### src/rtl/vram_fill_pkg.sv
package vram_fill_pkg;
  localparam int unsigned WORD_W = 16;
  localparam int unsigned BYTE_W = 8;
endpackage

### src/rtl/vram_fill_fifo.sv
module vram_fill_fifo
  import vram_fill_pkg::*;
#(
  parameter int unsigned DEPTH = 4
) (
  input  logic              clk_i,
  input  logic              rst_ni,
  input  logic              push_i,
  input  logic [WORD_W-1:0] push_data_i,
  input  logic              pop_i,
  output logic [WORD_W-1:0] head_o,
  output logic              empty_o,
  output logic              full_o
);
  localparam int unsigned PW = (DEPTH > 1) ? $clog2(DEPTH) : 1;
  localparam int unsigned CW = $clog2(DEPTH + 1);

  logic [WORD_W-1:0] store_q [DEPTH];
  logic [PW-1:0]     wr_ptr_q, rd_ptr_q;
  logic [CW-1:0]     cnt_q;
  logic              do_push, do_pop;

  assign empty_o = (cnt_q == '0);
  assign full_o  = (cnt_q == CW'(DEPTH));
  assign head_o  = store_q[rd_ptr_q];
  assign do_push = push_i & ~full_o;
  assign do_pop  = pop_i & ~empty_o;

  function automatic logic [PW-1:0] ptr_inc(input logic [PW-1:0] p);
    return (p == PW'(DEPTH - 1)) ? '0 : p + PW'(1);
  endfunction

  always_ff @(posedge clk_i or negedge rst_ni) begin
    if (!rst_ni) begin
      wr_ptr_q <= '0;
      rd_ptr_q <= '0;
      cnt_q    <= '0;
    end else begin
      if (do_push) wr_ptr_q <= ptr_inc(wr_ptr_q);
      if (do_pop)  rd_ptr_q <= ptr_inc(rd_ptr_q);
      if (do_push && !do_pop)      cnt_q <= cnt_q + CW'(1);
      else if (do_pop && !do_push) cnt_q <= cnt_q - CW'(1);
    end
  end

  always_ff @(posedge clk_i) begin
    if (do_push) store_q[wr_ptr_q] <= push_data_i;
  end

  assert_pop_nonempty_R9: assert property (@(posedge clk_i) disable iff (!rst_ni)
    pop_i |-> !empty_o);
endmodule

### src/rtl/vram_fill_ctrl.sv
module vram_fill_ctrl
  import vram_fill_pkg::*;
#(
  parameter int unsigned AW = 16,
  parameter int unsigned LW = 16,
  parameter int unsigned IW = 8
) (
  input  logic              clk_i,
  input  logic              rst_ni,
  input  logic              usable_i,
  input  logic              fifo_empty_i,
  input  logic [WORD_W-1:0] head_i,
  input  logic              push_i,
  input  logic [WORD_W-1:0] push_data_i,
  input  logic              fill_mode_i,
  input  logic [LW-1:0]     fill_len_i,
  input  logic [IW-1:0]     fill_incr_i,
  input  logic              addr_load_i,
  input  logic [AW-1:0]     addr_i,
  output logic              pop_o,
  output logic              mem_we_o,
  output logic [AW-1:0]     mem_addr_o,
  output logic [BYTE_W-1:0] mem_data_o,
  output logic              busy_o
);
  localparam int unsigned RW = LW + 1;

  logic [AW-1:0]     addr_q;
  logic              phase_q;   // 0: high byte next, 1: low byte next
  logic              active_q;
  logic [RW-1:0]     rem_q;
  logic [BYTE_W-1:0] fill_byte_q;
  logic              word_wr, fill_wr, advance, trigger;

  assign word_wr = usable_i & ~fifo_empty_i;
  assign fill_wr = usable_i & fifo_empty_i & active_q;
  assign pop_o   = word_wr & phase_q;
  assign advance = pop_o | fill_wr;
  assign trigger = push_i & fill_mode_i & ~active_q;
  assign busy_o  = active_q;

  always_comb begin
    mem_we_o   = word_wr | fill_wr;
    mem_addr_o = addr_q;
    mem_data_o = fill_byte_q;
    if (word_wr) begin
      mem_addr_o = {addr_q[AW-1:1], phase_q};
      mem_data_o = phase_q ? head_i[BYTE_W-1:0] : head_i[WORD_W-1:BYTE_W];
    end
  end

  always_ff @(posedge clk_i or negedge rst_ni) begin
    if (!rst_ni) begin
      addr_q      <= '0;
      phase_q     <= 1'b0;
      active_q    <= 1'b0;
      rem_q       <= '0;
      fill_byte_q <= '0;
    end else begin
      if (addr_load_i)  addr_q <= addr_i;
      else if (advance) addr_q <= addr_q + AW'(fill_incr_i);
      if (word_wr) phase_q <= ~phase_q;
      if (push_i)  fill_byte_q <= push_data_i[WORD_W-1:BYTE_W];
      if (trigger) begin
        active_q <= 1'b1;
        rem_q    <= (fill_len_i == '0) ? {1'b1, {LW{1'b0}}} : {1'b0, fill_len_i};
      end else if (fill_wr) begin
        rem_q <= rem_q - RW'(1);
        if (rem_q == RW'(1)) active_q <= 1'b0;
      end
    end
  end

  assert_rem_hold_R4: assert property (@(posedge clk_i) disable iff (!rst_ni)
    (active_q && !fill_wr && !trigger) |=> $stable(rem_q));
  assert_zero_len_max_R5: assert property (@(posedge clk_i) disable iff (!rst_ni)
    (trigger && fill_len_i == '0) |=> rem_q[LW]);
  assert_fill_byte_src_R6: assert property (@(posedge clk_i) disable iff (!rst_ni)
    push_i |=> fill_byte_q == $past(push_data_i[WORD_W-1:BYTE_W]));
endmodule

### src/rtl/vram_fill_engine.sv
module vram_fill_engine
  import vram_fill_pkg::*;
#(
  parameter int unsigned AW    = 16,
  parameter int unsigned LW    = 16,
  parameter int unsigned IW    = 8,
  parameter int unsigned DEPTH = 4
) (
  input  logic              clk_i,
  input  logic              rst_ni,
  input  logic              fill_mode_i,
  input  logic [LW-1:0]     fill_len_i,
  input  logic [IW-1:0]     fill_incr_i,
  input  logic              addr_load_i,
  input  logic [AW-1:0]     addr_i,
  input  logic              dwr_valid_i,
  input  logic [15:0]       dwr_data_i,
  input  logic              slot_i,
  input  logic              refresh_i,
  output logic              fifo_full_o,
  output logic              mem_we_o,
  output logic [AW-1:0]     mem_addr_o,
  output logic [7:0]        mem_data_o,
  output logic              busy_o
);
  logic              usable, push, pop, fifo_empty;
  logic [WORD_W-1:0] head;

  assign usable = slot_i & ~refresh_i;
  assign push   = dwr_valid_i & ~fifo_full_o;

  vram_fill_fifo #(.DEPTH(DEPTH)) i_fifo (
    .clk_i       (clk_i),
    .rst_ni      (rst_ni),
    .push_i      (push),
    .push_data_i (dwr_data_i),
    .pop_i       (pop),
    .head_o      (head),
    .empty_o     (fifo_empty),
    .full_o      (fifo_full_o)
  );

  vram_fill_ctrl #(.AW(AW), .LW(LW), .IW(IW)) i_ctrl (
    .clk_i        (clk_i),
    .rst_ni       (rst_ni),
    .usable_i     (usable),
    .fifo_empty_i (fifo_empty),
    .head_i       (head),
    .push_i       (push),
    .push_data_i  (dwr_data_i),
    .fill_mode_i  (fill_mode_i),
    .fill_len_i   (fill_len_i),
    .fill_incr_i  (fill_incr_i),
    .addr_load_i  (addr_load_i),
    .addr_i       (addr_i),
    .pop_o        (pop),
    .mem_we_o     (mem_we_o),
    .mem_addr_o   (mem_addr_o),
    .mem_data_o   (mem_data_o),
    .busy_o       (busy_o)
  );

  assert_no_overflow_R2: assert property (@(posedge clk_i) disable iff (!rst_ni)
    dwr_valid_i |-> !fifo_full_o);
  assert_refresh_blocks_R7: assert property (@(posedge clk_i) disable iff (!rst_ni)
    refresh_i |-> !mem_we_o);
  assert_busy_ends_on_write_R8: assert property (@(posedge clk_i) disable iff (!rst_ni)
    $fell(busy_o) |-> $past(mem_we_o));
  assert_words_first_R9: assert property (@(posedge clk_i) disable iff (!rst_ni)
    (busy_o && !fifo_empty && usable) |=> busy_o);
endmodule

### config.mk
export PLATFORM = sky130hd
export DESIGN_NAME = vram_fill_engine
export DESIGN_NICKNAME = d
export VERILOG_FILES = /design/src/rtl/vram_fill_pkg.sv /design/src/rtl/vram_fill_fifo.sv /design/src/rtl/vram_fill_ctrl.sv /design/src/rtl/vram_fill_engine.sv
export SDC_FILE = /design/constraint.sdc
export NUM_CORES = 1
export LEC_CHECK = 0
export BUFFER_PORTS_ARGS = -buffer_cell sky130_fd_sc_hd__buf_2
export CORE_ASPECT_RATIO = 0.6
export CORE_MARGIN = 1.5
export CORE_UTILIZATION = 50
export DETAILED_ROUTE_END_ITERATION = 12
export PLACE_DENSITY = 0.77
export RECOVER_POWER = 50
export REMOVE_ABC_BUFFERS = 1
export SYNTH_ARGS = -nofsm -noshare
export SYNTH_HDL_FRONTEND = slang
export SYNTH_SLANG_ARGS = --single-unit
### constraint.sdc
create_clock -name clk_i -period 2.6 [get_ports clk_i]
set_clock_uncertainty 0.2 [all_clocks]
set_input_delay 0 -clock clk_i [delete_from_list [all_inputs] [get_ports clk_i]]
set_output_delay 0 -clock clk_i [all_outputs]
set_load 0.02 [all_outputs]
==> impl_metrics.toml, run 1 <==
[final_layout]
fin_nets = 710
syn_to_final_growth_pct = 32.1
stdcell_count = 786
diodes = 0
final_cell_area_sq_mm = 0.00761
final_util_pct = 67.6
drive_gt1_share_pct = 23.1

[synth]
synth_cells = 471
ys.flop_type = "edfxtp_1"
yosys_warnings = 0
netlist_area_sq_mm = 0.00576
synth.distinct_cells = 59
synthArstFlopShare_pct = 43.9
ys_top_cells_by_area = "edfxtp_1 (33%), dfrtp_1 (22%), mux4_2 (6.3%)"
yosysMostFrequentCell = "edfxtp_1"
netlist_top_cells_count = "edfxtp_1 (64), dfrtp_1 (50), nand2_1 (37)"
synth_edf_count = 64
synth_top_area_share_pct = 33.4
synth.largest_area_cell = "edfxtp_1"
synth_seq_area_share_pct = 55.1
synth.ff_latch_count = 114
syn_area_per_cell_sq_um = 12.2

[global_route]
grt_max_degree = 51
grt-ovfl-total = 0
met1_usage_pct = 33.8
grt.total_usage_pct = 26.1
grt_use_met3_pct = 7.09
antenna_found_initial = 0
grt_pass1_wl_mm = 23.8
grt.busiest_layer = "met2"
grtUsageMet2_pct = 42.6
grt_pass1_vias = 4641

[drt]
postRouteWirelength_mm = 14.7
drtAntennaViolNets = 0
drc = 0
via_per_inst = 5.81
drt_iter0_markers = 332
vias = 4564
wl_per_cell_microns = 18.7
first_pass_iters = 5

[pwr]
p_leak_nw = 2.98
intPower_mw = 5.10
p_sw_share_pct = 33.5
ir_worst_vdd_mv = 0.531
p_switching_mw = 2.57
power.density_mw_per_mm2 = 1010
clockPowerShare_pct = 31.8
p_seq_share_pct = 36.7
power_frac_comb_pct = 31.5

[timing]
fin_crit_sh_pct = 95.2
rsz0062_at_grt = "false"
worst_slew_pin_slew_ns = 1.36
hold_ws_ns = 0.0527
period_needed_ns = 2.48
relSlewSlack_pct = 9.55
hold_viol_final = 0
final_max_slew_viol_count = 0
fmax_mhz = 404
setup_viol = 0
timing.final.ws_setup_ns = 0.125

[floorplanning]
initial_core_util_pct = 51.2
pin_count = 90
die_area_sq_mm = 0.0122
core_sq_mm = 0.0113
die_w_microns = 142
die_y_microns = 86.1
rows = 30

[clock_tree]
cts_tree = "done"
h-tree-depth = 4
path_clk_slew_ns = 0.06
cts_sinks = 114
root_buffer = "clkbuf_16"
numCtsBuffers = 17
cts_buffer_depth = 2
clock_latency_ns = 0.41

[placement]
dp_hpwl_mm = 9.14
place_area_sq_mm = 0.00631
port_buffers = 89
post-place-cells = 682
pre_cts_ws_ns = -0.00667
place.gp.congestion = 0.865

[critical_path]
end_kind = "primary output"
path_cells = "mux4_2 > mux2i_1 > a21oi_1 > buf_2"
crit_type = "reg -> out"
cp.arrival_ns = 2.28
crit_fanout = 18
crit_required_ns = 2.40
critPathLaunchType = "flip-flop"
crit_slowest_cell = "dfrtp_1"
critPathMaxStageDelay_ns = 0.89

[worst_hold_path]
hold_class = "in -> reg"

[run]
maxCapViolations = 0

[status]
status = "completed"
==> worst paths after layout <==
check	depth (start not counted)	slack (ns)	startpoint	endpoint
max in group asynchronous	4	0.52	rst_ni	i_ctrl.addr_q[2]$_DFFE_PN0P_
setup reg to reg	7	0.15	i_ctrl.addr_q[0]$_DFFE_PN0P_	i_ctrl.addr_q[14]$_DFFE_PN0P_
hold reg to reg	1	0.31	i_ctrl.fill_byte_q[4]$_DFFE_PN0N_	i_ctrl.fill_byte_q[4]$_DFFE_PN0N_
hold / removal	5	0.05	fill_incr_i[2]	i_ctrl.addr_q[4]$_DFFE_PN0P_
setup / recovery	4	0.12	i_fifo.rd_ptr_q[1]$_DFFE_PN0P_	mem_data_o[6]
min in group asynchronous	4	0.87	rst_ni	i_ctrl.rem_q[6]$_DFFE_PN0P_
==> registers in the layout, summed over array words and instances, names as in the netlist <==
| signal | cells |
|---|---|
| i_ctrl.busy_o | 1 |
| i_ctrl.rem_q | 17 |
| i_fifo.rd_ptr_q | 2 |
| i_fifo.cnt_q | 3 |
| i_ctrl.fill_byte_q | 8 |
| i_ctrl.phase_q | 1 |
| i_fifo.wr_ptr_q | 2 |
| i_ctrl.addr_q | 16 |
| i_fifo.store_q | 64 |
==> metrics by stage <==
stage          power, mW  setup TNS (ns)
2_1_floorplan       4.31           -1.70
3_3_place_gp        4.97               0
3_5_place_dp        5.09        -0.00667
4_1_cts             7.69               0
5_1_grt             8.05               0
6_report            7.67               0
==> critical path, delay by kind of cell (launching register included) <==
family | cells | cell delay, ns
buffers and inverters | 1 | 0.20
muxes | 2 | 0.64
AOI/OAI and AO/OA | 1 | 0.14
DFF | 1 | 0.89
==> cells in the final DEF, fill, tap and decap left out, types with 10 or more instances in the layout <==
cell	n
dlygate4sd3_1	71
edfxtp_1	64
buf_2	60
dfrtp_1	50
nand2_1	37
clkbuf_1	31
nor2_1	26
o21ai_0	22
a21oi_1	21
nand3_1	20
clkbuf_16	17
mux4_2	16
ha_1	16
buf_4	14
mux2i_1	11
nor3_1	11
mux2_2	11
inv_1	10
nor4_1	10
nand4_1	10
==> per-layer routing <==
metal	vias to the layer above	part of all wire [%]
li1	2091	-
met1	2216	42
met2	226	48
met3	31	7.9
met4	0	1.8
met5	-	0
==> cell families after synthesis <==
kind of cell	after synthesis	share of synthesized area (%)
and+or+nand+nor	149	13.5
DFF	114	55.1
AOI/OAI and AO/OA	91	10.5
buffers and inverters	46	4.11
muxes	38	10.3
adders and majority gates	18	4.17
xor gates and xnor gates	15	2.28
==> power by group through the flow <==
stage	clock network (mW)	logic, mW	registers (mW)
after floorplan	0	1.47	2.84
after global placement	0	2.19	2.78
after detailed placement	0	2.27	2.82
after CTS	2.48	2.42	2.80
after global routing	2.55	2.64	2.87
final	2.44	2.41	2.81
==> final cells by class <==
type / count / area, sq um
fillers: 802 / 3650
repair buffers: 175 / 1230
inverters: 10 / 37.5
multi-input cells: 311 / 2370
clock inverters: 13 / 188
flip-flops and latches: 114 / 3170
clock buffers: 19 / 433
well taps: 144 / 180
==> timing repair <==
action / CTS / global route
hold endpoints to repair: 159 / 0
pin swaps: 0 / 2
gates resized for setup: 1 / 4
setup buffers: 0 / 1
setup endpoints to repair: 1 / 9
hold buffers: 71 / 0
Power figures use the tool's default switching activity.
==> run 2, diff against run 1 <==
--- a/config.mk
+++ b/config.mk
@@ -10,7 +10,7 @@
 export CORE_MARGIN = 1.5
 export CORE_UTILIZATION = 50
 export DETAILED_ROUTE_END_ITERATION = 12
-export PLACE_DENSITY = 0.77
+export PLACE_DENSITY = 0.75
 export RECOVER_POWER = 50
 export REMOVE_ABC_BUFFERS = 1
 export SYNTH_ARGS = -nofsm -noshare
==> constraint.sdc (replaced) <==
create_clock -name clk_i -period 2.8 [get_ports clk_i]
set_clock_uncertainty 0.2 [all_clocks]
set_input_delay 0 -clock clk_i [delete_from_list [all_inputs] [get_ports clk_i]]
set_output_delay 0 -clock clk_i [all_outputs]
set_load 0.02 [all_outputs]
==> impl_metrics.toml, run 2 (synthesis results as in run 1) <==
[timing]
final_max_slew_viol_count = 33
worst_slew_pin_slew_ns = 1.99
timing.final.ws_setup_ns = 0.0914
tns_ns = 0
relSlewSlack_pct = -32.8
fmax_mhz = 369
setup_viol = 0
hold_viol_final = 0
period_needed_ns = 2.71
fin_crit_sh_pct = 96.7

[global_route]
grt.total_usage_pct = 25.2
grt_pass1_wl_mm = 23.3
grt_pass1_vias = 4534
grt_max_degree = 33
grt-ovfl-total = 0
antenna_found_initial = 0

[status]
violations = "capacitance limit, slew limit"
status = "finished, violations left"

[floorplanning]
rows = 30
initial_core_util_pct = 51.2
die_w_microns = 142
pin_count = 90
core_sq_mm = 0.0113
die_area_sq_mm = 0.0122
die_y_microns = 86.1

[final_layout]
syn_to_final_growth_pct = 31.6
reg_top3 = "i_fifo.store_q x64, i_ctrl.rem_q x17, i_ctrl.addr_q x16"
fin_nets = 712
top_register = "i_fifo.store_q"
diodes = 0
largest_register_ff_count = 64
final_common_cell = "dlygate4sd3_1"
fillCellCount = 836
final_util_pct = 67.3
drive_gt1_share_pct = 23.8
final_cell_mix = "dlygate4sd3_1 (73), buf_2 (66), edfxtp_1 (64), dfrtp_1 (50), nand2_1 (37)"

[clock_tree]
root_buffer = "clkbuf_16"
cts_buffer_depth = 2
h-tree-depth = 4
numCtsBuffers = 17
cts_sinks = 114
cts_tree = "done"
path_clk_slew_ns = 0.06
clock_latency_ns = 0.41

[critical_path]
critical_path.endpoint = "i_ctrl.rem_q[14]$_DFFE_PN0P_"
end_kind = "flip-flop"
critPathLaunchType = "flip-flop"
crit_fanout = 7
r2r-start = "i_ctrl.rem_q[4]$_DFFE_PN0P_"
r2r-end = "i_ctrl.rem_q[14]$_DFFE_PN0P_"
cp.arrival_ns = 2.79
r2r_slack_ns = 0.09
worstRegToRegCells = 7
crit_type = "reg -> reg"
crit_required_ns = 2.88
crit_start = "i_ctrl.rem_q[4]$_DFFE_PN0P_"

[run]
maxCapViolations = 1

[pwr]
power.density_mw_per_mm2 = 911
p_total_mw = 6.90
p_leak_nw = 3.00
ir_worst_vdd_mv = 0.610

[drt]
drc = 0
via_per_inst = 5.71
first_pass_iters = 5
wl_per_cell_microns = 18.3
drt_iter0_markers = 372
vias = 4496
postRouteWirelength_mm = 14.4
drtAntennaViolNets = 0

[worst_hold_path]
min_path_cells = 5
hold_class = "in -> reg"

[placement]
dp_hpwl_mm = 9.17
port_buffers = 89
place.gp.congestion = 0.888
pre_cts_ws_ns = 0.269
## run 2: layout make-up
| cell class | count | area, sq um | area share, % |
|---|---|---|---|
| well taps | 144 | 180 | 2.38 |
| clock inverters | 15 | 134 | 1.77 |
| inverters | 10 | 37.5 | 0.495 |
| flip-flops and latches | 114 | 3170 | 41.9 |
| repair buffers | 177 | 1260 | 16.6 |
| multi-input cells | 311 | 2370 | 31.3 |
| clock buffers | 17 | 425 | 5.61 |
## run 2: stage by stage
| step | cells | hold WS (ns) | cell area [sq um] |
|---|---|---|---|
| finish | 788 | 0.0219 | 7580 |
| global route | 788 | 0.0813 | 7580 |
| CTS | 786 | 0.00361 | 7580 |
| detailed placement | 681 | -0.0544 | 6290 |
| global placement | 681 | -0.0653 | 6290 |
| floorplan | 435 | -0.496 | 5560 |
## run 2: report_power, final
group          internal (mW)  switching [mW]  leakage [nW]
Clock                   1.23           0.796         0.272
Combinational           1.07            1.20          1.54
Sequential              2.22           0.390          1.19
## run 2: layer usage
layer | GRT usage, % | routed length, microns | vias to the layer above | share of wire, %
met1 | 35.1 | 6590 | 2171 | 46
met2 | 39.4 | 6570 | 190 | 46
met4 | 9.93 | 350 | 0 | 2.4
met3 | 5.14 | 867 | 36 | 6.0
li1 | - | - | 2099 | -
met5 | 0 | 0 | - | 0
## run 2: worst min-delay path by stage
stage                         startpoint                           end
after floorplan                   rst_ni  i_ctrl.addr_q[0]$_DFFE_PN0P_
after global placement            rst_ni   i_ctrl.rem_q[3]$_DFFE_PN0P_
after detailed placement          rst_ni   i_ctrl.rem_q[3]$_DFFE_PN0P_
after CTS                    fill_mode_i   i_ctrl.rem_q[0]$_DFFE_PN0P_
after global routing      fill_incr_i[6]  i_ctrl.addr_q[6]$_DFFE_PN0P_
final                        fill_mode_i  i_ctrl.rem_q[15]$_DFFE_PN0P_
## run 2: what timing repair did
action,CTS,global route
hold buffers,73,0
endpoints found under the setup margin,0,8
buffers inserted,0,2
resized for setup,0,4
hold endpoints to repair,137,0
## run 2: worst max-delay path, cell delays in order (launching register included)
cell and delay [ns]:
dfrtp_1 0.42, or4_4 0.57, nor4b_4 0.28, buf_4 0.18, nand4_1 0.11, xor2_1 0.21
o21ai_2 0.06, dlygate4sd3_1 0.55
==> run 3, diff against run 2 <==
--- a/config.mk
+++ b/config.mk
@@ -15,4 +15,5 @@
 export REMOVE_ABC_BUFFERS = 1
 export SYNTH_ARGS = -nofsm -noshare
 export SYNTH_HDL_FRONTEND = slang
+export SYNTH_HIERARCHICAL = 1
 export SYNTH_SLANG_ARGS = --single-unit
==> impl_metrics.toml, run 3 <==
[floorplanning]
rows = 29
initial_core_util_pct = 52.1
die_w_microns = 140
die_y_microns = 85.0
pin_count = 90
die_area_sq_mm = 0.0119
core_sq_mm = 0.0107

[global_route]
grt-ovfl-total = 0
antenna_found_initial = 0
grt_pass1_wl_mm = 20.9
grt.total_usage_pct = 22.9
grt_max_degree = 33
grt_pass1_vias = 4210

[pwr]
power_frac_comb_pct = 29.9
p_seq_share_pct = 37.6
ir_worst_vdd_mv = 0.507
clockPowerShare_pct = 32.5
p_sw_share_pct = 31.2
intPower_mw = 4.75
p_switching_mw = 2.16
p_total_mw = 6.91
power.density_mw_per_mm2 = 919
p_leak_nw = 2.95

[drt]
drt_iter0_markers = 250
via_per_inst = 5.37
postRouteWirelength_mm = 12.8
drc = 5
vias = 4085
wl_per_cell_microns = 16.8
drtAntennaViolNets = 0
first_pass_iters = 9

[placement]
port_buffers = 89
dp_hpwl_mm = 8.31
place.gp.congestion = 0.823

[timing]
worst_slew_pin_slew_ns = 1.41
tns_ns = 0
relSlewSlack_pct = 6.24
setup_viol = 0
hold_viol_final = 0
final_max_slew_viol_count = 0
fmax_mhz = 377
period_needed_ns = 2.65
hold_ws_ns = 0.0284
fin_crit_sh_pct = 94.6
rsz0062_at_grt = "false"

[critical_path]
worstRegToRegCells = 9
end_kind = "flip-flop"
crit_start = "i_fifo/cnt_q[2]$_DFFE_PN0P_"
path_cells = "nor3b_2 > nor2b_4 > nor2b_1 > ha_1 > inv_1 > fa_1 > xor2_1 > nor2_1 > xor2_1"
cp.arrival_ns = 2.73
r2r-end = "i_fifo/cnt_q[2]$_DFFE_PN0P_"
r2r_slack_ns = 0.15
critPathTopFamily = "simple AND/OR/NAND/NOR gates"
crit_slowest_cell = "dfrtp_1"
critPathMaxStageDelay_ns = 0.42
r2r-start = "i_fifo/cnt_q[2]$_DFFE_PN0P_"
path_buf_inv = 1
crit_fanout = 11
crit_type = "reg -> reg"
worstSetupPathDepth = 9
crit_required_ns = 2.88
cpMostUsedCell = "xor2_1"
critical_path.endpoint = "i_fifo/cnt_q[2]$_DFFE_PN0P_"
critPathLaunchType = "flip-flop"

[clock_tree]
cts_tree = "done"
clock_latency_ns = 0.41
cts_sinks = 114
root_buffer = "clkbuf_16"
cts_buffer_depth = 2
post-cts-setup-buffers = 0
path_clk_slew_ns = 0.05
numCtsBuffers = 17
h-tree-depth = 4

[final_layout]
top_register = "i_fifo/store_q"
drive_gt1_share_pct = 23.5
multi_input_area_sq_mm = 0.00222
diodes = 0
regArea_sq_mm = 0.00317
largest_register_ff_count = 64
final_common_cell = "dlygate4sd3_1"
fillCellCount = 770
final_cell_mix = "dlygate4sd3_1 (78), edfxtp_1 (64), buf_2 (57), dfrtp_1 (49), nand2_1 (48)"
syn_to_final_growth_pct = 34.1
fin_nets = 690
reg_top3 = "i_fifo/store_q x64, i_ctrl/rem_q x17, i_ctrl/addr_q x16"

[synth]
netlist_area_sq_mm = 0.00560
synth.distinct_cells = 52
synth_top_area_share_pct = 34.3
synth.largest_area_cell = "edfxtp_1"
ys_top_cells_by_area = "edfxtp_1 (34%), dfrtp_1 (22%), mux4_2 (6.4%)"
yosys_warnings = 6
synth_cells = 441
synth_seq_area_share_pct = 56.7
synth.ff_latch_count = 114
synth_edf_count = 64
yosysMostFrequentCell = "edfxtp_1"
synthArstFlopShare_pct = 43.9
ys.flop_type = "edfxtp_1"
netlist_top_cells_count = "edfxtp_1 (64), dfrtp_1 (50), nand2_1 (48)"
syn_area_per_cell_sq_um = 12.7

[status]
status = "finished, violations left"
violations = "DRC"

[worst_hold_path]
hold_class = "in -> reg"
min_from = "slot_i"

[run]
maxCapViolations = 0
[run 3: cell count changes in the layout (fill, tap and decap cells not counted), moves of 9 or more]
cell and delta:
nand3_1 -13, nand2_1 +11, clkbuf_1 +11, xnor2_1 +14, buf_2 -9, o21ai_0 +15
[run 3: stage by stage]
| step | worst slack (ns) | cells | util (%) | cell area (sq um) |
|---|---|---|---|---|
| 3_3_place_gp | 0.178 | 650 | 57.0 | 6120 |
| 6_report | 0.151 | 761 | 69.9 | 7510 |
| 5_1_grt | 0.00242 | 761 | 69.9 | 7510 |
| 3_5_place_dp | 0.0505 | 650 | 57.0 | 6120 |
| 2_1_floorplan | -0.00222 | 409 | - | 5410 |
| 4_1_cts | 0.0516 | 761 | 70.2 | 7540 |
[run 3: area by class of cell]
cell class              instances  area share [%]
multi-input cells             285            29.6
well taps                     139            2.32
flip-flops and latches        114            42.3
clock buffers                  18            5.71
clock inverters                14            2.50
inverters                      10           0.500
repair buffers                181            17.1
[run 3: layer usage]
| metal | part of all wire, % | vias up | track usage, % |
|---|---|---|---|
| li1 | - | 1953 | - |
| met1 | 49 | 2001 | 31.9 |
| met2 | 45 | 116 | 37.0 |
| met3 | 5.1 | 15 | 4.85 |
| met4 | 0.96 | 0 | 6.79 |
| met5 | 0 | - | 0 |
[run 3: cell families (layout without fill, tap and decap cells)]
logic type / count (synthesis) / in the layout / synth area share [%]
adders and majority gates: 18 / 18 / 4.29
AOI/OAI and AO/OA: 74 / 74 / 7.93
xor gates and xnor gates: 27 / 27 / 4.22
DFF: 114 / 114 / 56.7
and+or+nand+nor: 124 / 124 / 11.3
muxes: 42 / 42 / 11.5
buffers and inverters: 42 / 223 / 4.11
[run 3: how the worst min path moves through the flow]
stage | cells past startpoint | to | slack [ns]
2_1_floorplan | 0 | i_ctrl/addr_q[0]$_DFFE_PN0P_ | -0.50
3_3_place_gp | 1 | i_ctrl/rem_q[7]$_DFFE_PN0P_ | -0.16
4_1_cts | 5 | i_ctrl/addr_q[7]$_DFFE_PN0P_ | 0.02
5_1_grt | 5 | i_ctrl/addr_q[7]$_DFFE_PN0P_ | 0.05
3_5_place_dp | 1 | i_ctrl/rem_q[7]$_DFFE_PN0P_ | -0.15
6_report | 5 | i_ctrl/addr_q[7]$_DFFE_PN0P_ | 0.03
[run 3: worst reg2reg max path: cells and delay by family (launching register included)]
kind                     cells  cell delay, ns
XOR/XNOR                     2            0.34
adder cells (fa/ha/maj)      2            0.62
buffers and inverters        1            0.07
flip-flops                   1            0.42
AND/OR/NAND/NOR              4            0.88
[run 3: repair_timing]
item                                    in CTS  in global routing
gates resized for setup                      0                  6
endpoints found under the setup margin       0                  9
hold buffers                                79                  0
endpoints found under the hold margin      147                  0
[run 3: power groups by stage]
stage               logic [mW]  clock network, mW  registers, mW
global placement          1.88                  0           2.58
finish                    2.06               2.24           2.60
CTS                       2.07               2.28           2.59
floorplan                 1.27                  0           2.62
global route              2.27               2.33           2.66
detailed placement        1.94                  0           2.61
